`config.mk`:
```
export PLATFORM = sky130hd
export DESIGN_NAME = fifo_pwm
export DESIGN_NICKNAME = d
export VERILOG_FILES = /design/src/rtl/fifo_pwm.sv
export SDC_FILE = /design/constraint.sdc
export NUM_CORES = 1
export LEC_CHECK = 0
export ABC_AREA = 1
export ABC_CLOCK_PERIOD_IN_PS = 4160
export BUFFER_PORTS_ARGS = -buffer_cell sky130_fd_sc_hd__buf_4
export CORE_MARGIN = 2
export CORE_UTILIZATION = 42
export DETAILED_ROUTE_END_ITERATION = 12
export PLACE_DENSITY = 0.61
export SETUP_SLACK_MARGIN = 0.5
export SLEW_MARGIN = 25
export SYNTH_ARGS = -nofsm -noshare
export SYNTH_HDL_FRONTEND = slang
export SYNTH_SLANG_ARGS = --single-unit
```
`constraint.sdc`:
```
create_clock -name clk -period 4.16 [get_ports clk]
set_clock_uncertainty 0.1 [all_clocks]
set_input_delay 0.624 -clock clk [delete_from_list [all_inputs] [get_ports clk]]
set_output_delay 0.624 -clock clk [all_outputs]
set_load 0.01 [all_outputs]
```
`src/rtl/fifo_pwm.sv`:
```
module fifo_pwm #(
  parameter int SW      = 16,
  parameter int FAW     = 2,
  parameter int RST_CYC = 4
) (
  input  logic        clk,
  input  logic        rst_n,
  input  logic        tick_bus,
  input  logic        tick_fast,
  input  logic        tick_slow,
  input  logic        reg_we,
  input  logic [4:0]  reg_addr,
  input  logic [31:0] reg_wdata,
  output logic [31:0] reg_rdata,
  output logic        pwm_out
);
  localparam int DW    = 12;
  localparam int DEPTH = 1 << FAW;
  localparam int CW    = FAW + 1;
  localparam int RCW   = $clog2(RST_CYC + 1);
  localparam logic [SW-1:0] ONE = 1;

  logic          en;
  logic [1:0]    rpt, src, omode;
  logic [DW-1:0] div, pre;
  logic [SW-1:0] per, cur, ctr;
  logic [2:0]    rep;
  logic [SW-1:0] mem [DEPTH];
  logic [FAW-1:0] wp, rp;
  logic [CW-1:0] lvl;
  logic          fe, rov, cmp, fwe;
  logic [RCW-1:0] rst_left;

  wire busy   = rst_left != '0;
  wire wr_ok  = reg_we && !busy;
  wire wr_ctl = wr_ok && reg_addr == 5'h00;
  wire wr_sts = wr_ok && reg_addr == 5'h04;
  wire wr_smp = wr_ok && reg_addr == 5'h0C;
  wire wr_per = wr_ok && reg_addr == 5'h10;
  wire swr    = wr_ctl && reg_wdata[3];
  wire en_on  = wr_ctl && !swr && reg_wdata[0] && !en;
  wire en_off = wr_ctl && !swr && !reg_wdata[0] && en;
  wire full   = lvl == CW'(DEPTH);

  wire tick = (src == 2'd1) ? tick_bus :
              (src == 2'd2) ? tick_fast :
              (src == 2'd3) ? tick_slow : 1'b0;
  wire adv  = en && tick && !en_off;
  wire step = adv && pre == div;

  wire [SW-1:0] top = ((&per) ? per - ONE : per) + ONE;
  wire roll = step && ctr >= top;

  wire [2:0] rep_max  = 3'((1 << rpt) - 1);
  wire       last_use = rep == rep_max;
  wire pop  = (en_on || (roll && last_use)) && lvl != '0;
  wire push = wr_smp && !full;

  always_ff @(posedge clk)
    if (push) mem[wp] <= reg_wdata[SW-1:0];

  always_ff @(posedge clk or negedge rst_n) begin
    if (!rst_n) begin
      en <= 1'b0; rpt <= '0; src <= '0; omode <= '0; div <= '0; per <= '0;
      cur <= '0; ctr <= '0; pre <= '0; rep <= '0;
      wp <= '0; rp <= '0; lvl <= '0;
      fe <= 1'b1; rov <= 1'b0; cmp <= 1'b0; fwe <= 1'b0;
      rst_left <= '0;
    end else if (swr) begin
      en <= 1'b0; rpt <= '0; src <= '0; omode <= '0; div <= '0; per <= '0;
      cur <= '0; ctr <= '0; pre <= '0; rep <= '0;
      wp <= '0; rp <= '0; lvl <= '0;
      fe <= 1'b1; rov <= 1'b0; cmp <= 1'b0; fwe <= 1'b0;
      rst_left <= RCW'(RST_CYC);
    end else begin
      if (busy) rst_left <= rst_left - RCW'(1);

      if (wr_ctl) begin
        en    <= reg_wdata[0];
        rpt   <= reg_wdata[2:1];
        div   <= reg_wdata[15:4];
        src   <= reg_wdata[17:16];
        omode <= reg_wdata[19:18];
      end
      if (wr_per) per <= reg_wdata[SW-1:0];

      if (en_on || en_off) begin
        ctr <= '0; pre <= '0; rep <= '0;
        cur <= pop ? mem[rp] : '0;
      end else if (step) begin
        pre <= '0;
        ctr <= roll ? '0 : ctr + ONE;
        if (roll) rep <= last_use ? 3'd0 : rep + 3'd1;
        if (pop) cur <= mem[rp];
      end else if (adv) begin
        pre <= pre + DW'(1);
      end

      if (en_off) begin
        wp <= '0; rp <= '0; lvl <= '0;
      end else begin
        if (push) wp <= wp + FAW'(1);
        if (pop)  rp <= rp + FAW'(1);
        lvl <= lvl + CW'(push) - CW'(pop);
      end

      fe  <= (fe  & ~(wr_sts & reg_wdata[3])) | en_off | (pop && lvl == CW'(1) && !push);
      rov <= (rov & ~(wr_sts & reg_wdata[4])) | roll;
      cmp <= (cmp & ~(wr_sts & reg_wdata[5])) | (step && ctr == cur);
      fwe <= (fwe & ~(wr_sts & reg_wdata[6])) | (wr_smp && full);
    end
  end

  wire hi = en && ctr < cur;
  assign pwm_out = (omode == 2'd0) ? hi :
                   (omode == 2'd1) ? (en && !hi) : 1'b0;

  always_comb begin
    case (reg_addr)
      5'h00:   reg_rdata = {12'd0, omode, src, div, busy, rpt, en};
      5'h04:   reg_rdata = {25'd0, fwe, cmp, rov, fe, 3'(lvl)};
      5'h0C:   reg_rdata = en ? 32'(cur) : 32'd0;
      5'h10:   reg_rdata = 32'(per);
      default: reg_rdata = 32'd0;
    endcase
  end

  logic unused_wdata;
  assign unused_wdata = ^reg_wdata[31:20];
endmodule

```
### Yosys cells after proc, flatten, opt, wreduce, memory -nomap -nowiden

Memories as Yosys holds them, arrays and structs flattened.
Index checks and enable logic that the tools add are counted.

* flip-flop bits (word level): 96
* bits in writable memories: 64
* output and inout bits: 33
* memories: 1

* equal/unequal tests: 12
* magnitude comparators: 2
* mux-type cells: 54
* bitwise operators: 17
* add/subtract/negate cells: 11
* reductions and logical operators: 50
* shift operators: 1

Memory list
* mem: depth 4, bits a word 16, rd ports 1, clocked after memory_dff 0, wr ports 1, line 28 `logic [SW-1:0] mem [DEPTH];`

Operators by type and width (count)
* two-way mux 16 bit: 13
* one-hot mux 20 bit (4 select lines): 1
* two-way mux 12 bit: 6
* adder 16 x 1 -> 16 bit (second input constant): 2
* two-way mux 3 bit: 9
* logical AND 1 bit: 24
* two-way mux 2 bit: 12
* nonzero test 3 bit: 7
* equality test 16 bit: 1
* greater-or-equal comparator 16 bit: 1
* < comparator 16 bit: 1
* AND reduction 16 bit: 1
* subtractor 16 x 1 -> 16 bit (second input constant): 1
* two-way mux 1 bit: 13
* adder 12 x 1 -> 12 bit (second input constant): 1
* equality test 12 bit: 1
* AND 1 bit: 8
* logical NOT 1 bit: 8
* nonzero test 2 bit: 3
* equality test 5 x 3 -> 1 bit (second input constant): 1
* equality test 5 x 4 -> 1 bit (second input constant): 1
* equality test 5 bit (second input constant): 1
* logical NOT 5 bit: 1
* bitwise OR 1 bit: 5
* 17 further kinds: 25

### Depth between registers and ports, before layout

Gate-level depths: netlist of the first run.

* depth in word-level cells: 20
* depth in mapped cells: 33
* mapped depth without buffers: 32

### Worst setup path after synthesis of the first run

Ideal clock, no wire load.

* path type: reg2reg
* start point: register per[1]
* end point: register lvl[1]
* period minus slack after synthesis: 4.264 ns
* cell stages (with the launch flop): 31
* buffers on the path: 1
* path slack: -0.104 ns
* arrival time: 4.101 ns
* path through: dfrtp_1 ha_1 nand2_1 nor3_1 nand2_1 nor2_1 nand2_1 o21ai_0 ha_1 nand3_1 nor2_1 nand2_1 xor2_1 ha_1 nand2_1 o21bai_1 a21oi_1 nor2_1 nand2_1 nand3_2 nand2_1 nand2_2 buf_4 inv_2 ha_1 inv_1 ha_1 inv_1 fa_1 or2_2 inv_1

* word-level cells in the longest chain between the ends: 11
* elaborated cells on any way between the ends: 12
* classes of those cells: add/sub: 3; order compare: 1; mux: 3; reduce/logical: 5

Ends and longest elaborated chain
* start: declaration: line 26 `logic [SW-1:0] per, cur, ctr;`
* start signal: assignment: line 85 `if (wr_per) per <= reg_wdata[SW-1:0];`
* subtractor 16 x 1 -> 16 bit or AND reduction 16 bit (tied branches): line 51 `wire [SW-1:0] top = ((&per) ? per - ONE : per) + ONE;`
* two-way mux 16 bit *: line 51
* adder 16 x 1 -> 16 bit *: line 51
* greater-or-equal comparator 16 bit *: line 52 `wire roll = step && ctr >= top;`
* logical AND 1 bit *: line 52
* logical AND 1 bit *: line 56 `wire pop = (en_on || (roll && last_use)) && lvl != '0;`
* logical OR 1 bit *: line 56
* logical AND 1 bit *: line 56
* subtractor 3 x 1 -> 3 bit *: line 104 `lvl <= lvl + CW'(push) - CW'(pop);`
* two-way mux 3 bit *: line 99 `if (en_off) begin`
* two-way mux 3 bit *: line 69 `end else if (swr) begin`
* end signal: assignment: line 104
* end: declaration: line 30 `logic [CW-1:0] lvl;`

Every way passes the cells marked *; elsewhere a longest branch is shown, timed or not.
A chain may end at the register's enable or synchronous reset.

### Final worst setup path of the first run

Ends and elaborated chain as after synthesis.

==> results by group, run 1 <==
Outcome
  – Status: complete, but fails checks
  – Failing checks: setup timing

Worst setup path
  – Startpoint class of the critical path: flop
  – Critical path buffer and inverter count: 4
  – Critical path's top delay family: simple AND/OR/NAND/NOR gates
  – Crit path top cell by count: nand2_2
  – CP max FO: 3
  – Critical path arrival: 4500 ps
  – Crit path required time: 4440 ps
  – Setup crit end kind: flop
  – CP max stage cell: fa_2
  – Worst path max stage delay: 410 ps
  – Crit Path Category: reg -> reg

Placed design
  – Post-DP Area: 9880 um^2
  – Pre-CTS setup slack: -250 ps
  – DP Cell Count: 1351
  – IO buf count: 51
  – Hpwl dp: 17.7 mm
  – Routability-driven placement congestion ratio: 0.870

Logic synthesis
  – Seq cells post-synth: 160
  – Number of enable flip-flop cells after synthesis: 64
  – FFs w/ async S/R, synth: 0.600
  – Yosys cell types: 51
  – Synth Cell Area: 8920 um^2
  – Synth Instances: 1001
  – Top_reg_cell synth: dfrtp_1
  – Syn. warnings: 0
  – Seq/Total Area, Yosys: 0.485
  – Mapped Avg Cell Area: 8.91 um^2

Detailed routing
  – Final wirelength: 24.7 mm
  – Vias per cell: 5.35
  – Per-cell routed wire length: 17.6 um
  – Detailed Routing Iterations Pass 1: 6
  – Total vias in the final route: 7475
  – ANT nets after route: 0
  – 1st-iter DRT viols: 543
  – Drt drc: 0

STA
  – Post-route minimum period: 4210 ps
  – Final setup vio count: 1
  – RSZ-0062 raised after global routing: yes
  – Final Hold Fails: 0
  – FMAX: 0.237 GHz
  – Max Slew Vio Count: 0
  – Worst slew margin: 0.325
  – Fin Setup TNS: -54.2 ps
  – Worst slew pin tran: 1010 ps
  – Final worst slack: -54.2 ps
  – Final cycle utilization of the critical path: 1.01

Floorplanning
  – Core area: 21000 um^2
  – DIE AREA: 22400 um^2
  – Die H: 150 um
  – IO Count: 76
  – Die Wd: 150 um
  – Initial Util: 0.426
  – Row count: 53

Worst hold path
  – Hold Path Class: in -> async

Power and ir drop
  – Psw: 1.86 mW
  – Pleak: 5.12 nW
  – Internal cell power: 3.44 mW
  – Sequential Power Share: 0.395
  – Clk pwr share: 0.292
  – Switching portion of total power: 0.351
  – Pwr dens: 485 nW/um^2
  – Worst VDD drop: 0.303 mV
  – Total power: 5.31 mW
  – Combinational share of power: 0.314

Final layout
  – Share of cells above drive strength 1: 0.214
  – Final Cell Area: 10900 um^2
  – Area growth from synthesis to layout: 22.8%
  – Final Non-Filler Cells: 1398
  – Nets: 1200
  – # diodes: 0

Clocking
  – CTS Buffer Depth: 2
  – Root Driver: clkbuf_16
  – CTS tree: built
  – Clock Latency Late Sink: 440 ps
  – H-Tree Depth: 4
  – CTS Hold Buffers Added: 0
  – CTS clk-pin slew, worst paths: 70 ps
  – TritonCTS Buffers: 17
  – Num Clock Sinks: 160

Job
  – MaxCap Viol Count: 0

Global routing
  – Number of global-route vias before repair: 7216
  – Congestion Overflow GR: 0
  – Initial antenna violation count: 0
  – Total global-route track usage: 0.228
  – Largest net degree at the start of global routing: 58
  – First-pass GRT wire length: 38.9 mm
[worst paths after layout]
kind / slack [ps] / end / depth (start not counted) / from
worst min register to register: 430 / cur[5] / 2 / cur[5]
min in group clk: 300 / mem[0][1] / 1 / reg_wdata[1]
max in group asynchronous: 2990 / fe / 2 / rst_n
worst min-delay path: 140 / rst_left[1] / 1 / rst_n
worst max register to register: -50 / lvl[1] / 29 / per[1]
worst max-delay path: -50 / lvl[1] / 29 / per[1]
[layout make-up]
class / count / area (um^2)
Inverter: 144 / 547
Fill cell: 1953 / 10000
Sequential cell: 160 / 4330
Timing Repair Buffer: 120 / 970
Clock inverter: 14 / 146
Multi-Input combinational cell: 667 / 4190
Clock buffer: 18 / 429
Tap cell: 275 / 344
[kinds of logic after synthesis]
logic type	count (synthesis)	synth area share
compound gates	189	0.125
xor+xnor	34	0.0334
fa+ha+maj	47	0.0668
buf+inv	187	0.0881
flops	160	0.485
other cells	1	0.000421
simple gates	383	0.201
[layout by cell type, fill, tap and decap left out, drive strengths merged, types with 3 or more instances in the layout]
master  instances
a21oi          76
a221oi         16
a31oi           3
buf           119
clkbuf         19
clkinv          5
conb           12
dfrtp          95
edfxtp         64
ha             46
inv           150
nand2         191
nand3          60
nand4          26
nor2           73
nor3           22
nor4            6
o21ai          45
o221ai         12
o22ai          27
or2             3
xnor2          11
xor2           23
[cell usage after synthesis (3+ instances only)]
library cell / number / share of area
a21oi_1: 75 / 0.042
a221oi_1: 16 / 0.016
a31oi_1: 3 / 0.0021
buf_1: 5 / 0.0021
buf_2: 4 / 0.0022
buf_4: 14 / 0.012
buf_6: 3 / 0.0038
clkbuf_1: 17 / 0.0072
dfrtp_1: 95 / 0.27
edfxtp_1: 64 / 0.22
ha_1: 46 / 0.065
inv_1: 136 / 0.057
inv_2: 5 / 0.0021
nand2_1: 182 / 0.077
nand2_2: 3 / 0.0021
nand2_4: 5 / 0.0063
nand3_1: 55 / 0.031
nand4_1: 26 / 0.018
nor2_1: 64 / 0.027
nor2_2: 3 / 0.0021
nor2_4: 5 / 0.0063
nor3_1: 20 / 0.011
nor4_1: 6 / 0.0042
o21ai_0: 41 / 0.023
o21ai_1: 4 / 0.0022
o221ai_1: 12 / 0.012
o22ai_1: 27 / 0.019
or2_2: 3 / 0.0021
xnor2_1: 11 / 0.011
xor2_1: 23 / 0.023
[stage by stage]
stage,util,hold slack [ps]
detailed placement,0.472,418
global placement,0.472,395
floorplan,-,228
CTS,0.512,166
global route,0.523,201
finish,0.523,145
[layer usage]
layer | vias to the layer above | GRT usage | part of all wire
met3 | 40 | 0.0345 | 0.052
li1 | 3603 | - | -
met2 | 217 | 0.360 | 0.46
met1 | 3615 | 0.315 | 0.45
met5 | - | 0 | 0
met4 | 0 | 0.0934 | 0.033
[power groups by stage]
| stage | clock, mW | combinational [mW] | sequential [mW] |
|---|---|---|---|
| 6_report | 1.55 | 1.66 | 2.10 |
| 5_1_grt | 1.64 | 1.87 | 2.12 |
| 4_1_cts | 1.57 | 1.58 | 2.09 |
| 3_5_place_dp | 0 | 1.54 | 2.12 |
| 3_3_place_gp | 0 | 1.51 | 2.12 |
| 2_1_floorplan | 0 | 1.00 | 2.06 |
[state kept, by name, summed over array words and instances, names as in the netlist, 12 cells and up]
signal  count
div        12
ctr        16
cur        16
pre        12
per        16
mem        64
[repair_timing]
item | CTS | global route
cloned | 2 | 2
setup buffers | 6 | 5
pin swaps | 23 | 21
resized for setup | 39 | 36
setup endpoints to repair | 20 | 42
No activity file was read; power rests on OpenSTA's default activity.
==> inputs of run 2 (changes only) <==
CORE_UTILIZATION = 55   (was 42)
CTS_BUF_LIST = sky130_fd_sc_hd__clkbuf_8 sky130_fd_sc_hd__clkbuf_16   (was unset)
PLACE_DENSITY = 0.76   (was 0.61)
==> run 2 against run 1 <==
Against the previous run: the flow still finishes with violations (setup timing); die area is 23% lower; utilization is 15 points higher; fmax is 3.3% lower; critical path depth is 2 lower; power is 0.14% lower; count of clock-buffer cells in the layout is 1 lower; via count is 2.7% higher; register-to-register slack worse by 150 ps; highest routed layer unchanged.
==> results by group, run 2 (same netlist as run 1, synthesis figures left out) <==
Clocking
  – H-Tree Depth: 4
  – CTS Buffer Depth: 2
  – Root Driver: clkbuf_16
  – TritonCTS Buffers: 17
  – Num Clock Sinks: 160
  – CTS clk-pin slew, worst paths: 70 ps
  – Clock Latency Late Sink: 430 ps
  – CTS Hold Buffers Added: 0
  – CTS tree: built

STA
  – WHS: 162 ps
  – Max Slew Vio Count: 0
  – FMAX: 0.229 GHz
  – Final worst slack: -199 ps
  – Final cycle utilization of the critical path: 1.05
  – RSZ-0062 raised after global routing: yes
  – Worst slew margin: 0.311
  – Worst slew pin tran: 1030 ps
  – Post-route minimum period: 4360 ps
  – Final setup vio count: 2
  – Final Hold Fails: 0

Placed design
  – Post-DP Area: 9740 um^2
  – Pre-CTS setup slack: -297 ps
  – Routability-driven placement congestion ratio: 0.959
  – IO buf count: 51
  – Hpwl dp: 16.6 mm

Global routing
  – Largest net degree at the start of global routing: 60
  – Total global-route track usage: 0.278
  – First-pass GRT wire length: 37.5 mm
  – Initial antenna violation count: 0
  – Congestion Overflow GR: 0
  – Number of global-route vias before repair: 7153

Final layout
  – Share of cells above drive strength 1: 0.193
  – # diodes: 0
  – Most flop-heavy register: mem
  – Area growth from synthesis to layout: 19.7%
  – Final Cell Area: 10700 um^2
  – Core Util, Final: 0.672
  – Fill cells: 1251
  – Area of the multi-input gates: 4100 um^2
  – Max FFs per register: 64
  – Commonest non-fill, non-tap cells in the layout: nand2_1 (176), inv_1 (133), buf_4 (104)
  – Most common library cell in the layout ignoring fill and taps: nand2_1
  – Register Area: 4330 um^2
  – Nets: 1188

Outcome
  – Status: complete, but fails checks
  – Failing checks: setup timing

Worst setup path
  – Critical path arrival: 4630 ps
  – FF-to-FF End: lvl[1]
  – Setup crit end kind: flop
  – R2r startpoint: per[1]
  – Startpoint class of the critical path: flop
  – CP max stage cell: fa_2
  – R2R setup slack: -200 ps
  – Crit path top cell by count: nand2_2
  – Critical path's top delay family: adder cells
  – Crit path required time: 4430 ps
  – CP max FO: 3
  – Worst path max stage delay: 420 ps
  – R2R depth: 27
  – Crit Path Category: reg -> reg
  – Critical path buffer and inverter count: 4

Detailed routing
  – Detailed Routing Iterations Pass 1: 6
  – Total vias in the final route: 7674
  – ANT nets after route: 0
  – Per-cell routed wire length: 18.1 um
  – Drt drc: 0
  – 1st-iter DRT viols: 979
  – Final wirelength: 24.0 mm
  – Vias per cell: 5.78

Power and ir drop
  – Worst VDD drop: 0.324 mV
  – Pleak: 5.03 nW
  – Pwr dens: 497 nW/um^2

Floorplanning
  – Die H: 131 um
  – IO Count: 76
  – DIE AREA: 17200 um^2
  – Core area: 15900 um^2
  – Row count: 46
  – Die Wd: 131 um
  – Initial Util: 0.561

Job
  – MaxCap Viol Count: 0

Worst hold path
  – Hold Path Class: in -> async
run 2: changes by cell type in the layout (fill, tap and decap cells not counted), moves of 3 or more:
cell,previous run,this run
nand2_2,11,6
buf_4,113,104
nand3_2,19,1
nand2_1,172,176
nand3_1,37,54
o21ai_0,37,33
o21ai_1,7,10
run 2: worst max-delay path by stage:
stage | startpoint | slack, ps | cells past startpoint | end
CTS | per[1] | -110 | 29 | lvl[1]
detailed placement | per[1] | -300 | 29 | lvl[1]
global placement | per[1] | -190 | 29 | lvl[1]
finish | per[1] | -200 | 27 | lvl[1]
floorplan | per[1] | -50 | 30 | lvl[1]
global route | per[1] | -400 | 29 | lvl[1]
run 2: final cells by class:
cell class / count / area share
clock inverter: 15 / 0.0159
multi-input combinational: 666 / 0.384
clock buffer: 17 / 0.0399
inverter: 144 / 0.0515
timing repair buffer: 109 / 0.0784
sequential: 160 / 0.405
tap: 216 / 0.0253
run 2: routing by layer:
metal | global-route usage | wire [um] | vias to the layer above
met5 | 0 | 0 | -
met1 | 0.362 | 9580 | 3644
met4 | 0.126 | 1180 | 0
li1 | - | - | 3589
met3 | 0.0664 | 2120 | 66
met2 | 0.445 | 11100 | 375
run 2: power breakdown:
group          internal [mW]  switching, mW  total [mW]
Clock                  0.856          0.731        1.59
Combinational          0.683          0.922        1.60
Sequential              1.87          0.235        2.11
run 2: per-stage QoR:
step / setup TNS [ps] / total power [mW] / instances
after floorplan: -51.8 / 3.06 / 1012
after global placement: -271 / 3.56 / 1283
after detailed placement: -471 / 3.61 / 1283
after CTS: -131 / 5.22 / 1319
after global routing: -737 / 5.58 / 1327
final: -298 / 5.30 / 1327
run 2: what timing repair did:
item,CTS,global route
resized for setup,21,38
pin swaps,21,23
setup endpoints to repair,31,41
hold endpoints to repair,0,0
gates cloned,1,0
setup buffers,3,8
==> inputs of run 3 (changes only) <==
CORE_MARGIN = 5   (was 2)
CTS_BUF_LIST = sky130_fd_sc_hd__clkbuf_16   (was sky130_fd_sc_hd__clkbuf_8 sky130_fd_sc_hd__clkbuf_16)
RECOVER_POWER = 100   (was unset)
==> run 3 against run 2 <==
Against the previous run: the run ends with capacitance limit, slew limit, setup timing left; critical path depth is the same; sequential power is essentially flat; non-clock buffer count grew 1; clock power shrank 5%; cell count grew 0.15%; combinational power is essentially flat; critical endpoint unchanged.
==> results by group, run 3 (same netlist as run 1, synthesis figures left out) <==
Worst setup path
  – Worst path max stage delay: 410 ps
  – Crit path top cell by count: inv_2
  – Crit Path Category: reg -> reg
  – Setup crit end kind: flop
  – R2R setup slack: -70 ps
  – Critical path buffer and inverter count: 4
  – Startpoint class of the critical path: flop
  – CP max FO: 3
  – Critical path arrival: 4510 ps
  – CP max stage cell: fa_2
  – Critical path's top delay family: adder cells
  – Crit path required time: 4440 ps

Detailed routing
  – Vias per cell: 5.80
  – 1st-iter DRT viols: 898
  – Detailed Routing Iterations Pass 1: 6
  – ANT nets after route: 0
  – Final wirelength: 24.6 mm
  – Per-cell routed wire length: 18.5 um
  – Total vias in the final route: 7707
  – Drt drc: 0

Global routing
  – Largest net degree at the start of global routing: 75
  – Number of global-route vias before repair: 7307
  – Congestion Overflow GR: 0
  – Initial antenna violation count: 0
  – Total global-route track usage: 0.267
  – First-pass GRT wire length: 38.3 mm

Final layout
  – Most common library cell in the layout ignoring fill and taps: nand2_1
  – Share of cells above drive strength 1: 0.194
  – # diodes: 0
  – Area growth from synthesis to layout: 20.1%
  – Nets: 1190
  – Fill cells: 1249
  – Most flop-heavy register: mem
  – Commonest non-fill, non-tap cells in the layout: nand2_1 (173), inv_1 (131), dfrtp_1 (95)
  – Max FFs per register: 64
  – Final Non-Filler Cells: 1329

STA
  – Final setup vio count: 2
  – Worst slew margin: -0.249
  – Max Slew Vio Count: 75
  – Final cycle utilization of the critical path: 1.02
  – Final Hold Fails: 0
  – Worst slew pin tran: 1870 ps
  – RSZ-0062 raised after global routing: yes
  – FMAX: 0.236 GHz
  – Final worst slack: -69.5 ps
  – Post-route minimum period: 4230 ps

Clocking
  – TritonCTS Buffers: 17
  – CTS Buffer Depth: 2
  – CTS clk-pin slew, worst paths: 70 ps
  – Clock Latency Late Sink: 430 ps
  – Num Clock Sinks: 160
  – Root Driver: clkbuf_16
  – H-Tree Depth: 4
  – CTS tree: built
  – CTS Hold Buffers Added: 0

Floorplanning
  – Die H: 137 um
  – IO Count: 76
  – DIE AREA: 18900 um^2
  – Row count: 46
  – Core area: 15900 um^2
  – Initial Util: 0.561
  – Die Wd: 137 um

Job
  – MaxCap Viol Count: 1

Placed design
  – Hpwl dp: 16.9 mm
  – Routability-driven placement congestion ratio: 0.961
  – DP Cell Count: 1282
  – Pre-CTS setup slack: -273 ps
  – IO buf count: 51

Outcome
  – Failing checks: capacitance limit, slew limit, setup timing
  – Status: complete, but fails checks

Power and ir drop
  – Pwr dens: 489 nW/um^2
  – Pleak: 5.00 nW
  – Worst VDD drop: 0.411 mV

Worst hold path
  – Hold Path Class: in -> reg
-- run 3: metal layers --
layer | global-route usage | part of all wire | wire length [um]
met1 | 0.351 | 0.41 | 9990
met2 | 0.422 | 0.47 | 11600
met3 | 0.0625 | 0.077 | 1910
met4 | 0.119 | 0.043 | 1070
met5 | 0 | 0 | 0
-- run 3: through the flow --
stage	hold WS (ps)	total power [mW]	util	area, um^2	setup TNS (ps)
after global routing	320	5.52	0.674	10700	-587
after detailed placement	413	3.61	0.613	9730	-468
after floorplan	228	3.06	-	8980	-51.8
after global placement	395	3.55	0.613	9730	-121
after CTS	262	5.15	0.666	10600	-99.7
final	324	5.23	0.674	10700	-120
-- run 3: what timing repair did --
action | in CTS | in global routing
setup endpoints to repair | 25 | 40
resized for setup | 37 | 48
buffers inserted | 7 | 5
pin swaps | 23 | 31
cloned | 2 | 1
-- run 3: cell type report --
class / count / area (um^2) / area share
clock buffer: 17 / 425 / 0.0397
inverter: 144 / 549 / 0.0513
clock inverter: 15 / 145 / 0.0136
sequential: 160 / 4330 / 0.404
tap: 216 / 270 / 0.0252
multi-input combinational: 667 / 4180 / 0.391
timing repair buffer: 110 / 812 / 0.0758
-- run 3: power by group --
group / leakage (nW) / switching (mW) / internal, mW
clock network: 0.280 / 0.716 / 0.793
registers: 1.73 / 0.234 / 1.87
logic: 2.99 / 0.933 / 0.684
-- run 3: final timing paths --
check	start	endpoint	depth (start not counted)
max in group asynchronous	rst_n	ctr[3]	2
hold reg to reg	cur[3]	cur[3]	2
setup / recovery	per[0]	lvl[1]	27
min in group asynchronous	rst_n	wp[0]	1
setup reg to reg	per[0]	lvl[1]	27
hold / removal	reg_wdata[19]	omode[1]	3
-- run 3: worst register-to-register path: cells and delay by family, from the launching register on --
| family | cells | cell delay (ps) |
|---|---|---|
| fa+ha+maj | 6 | 1490 |
| simple gates | 13 | 1450 |
| xor+xnor | 2 | 420 |
| flops | 1 | 360 |
| buf+inv | 4 | 190 |
| compound gates | 2 | 170 |
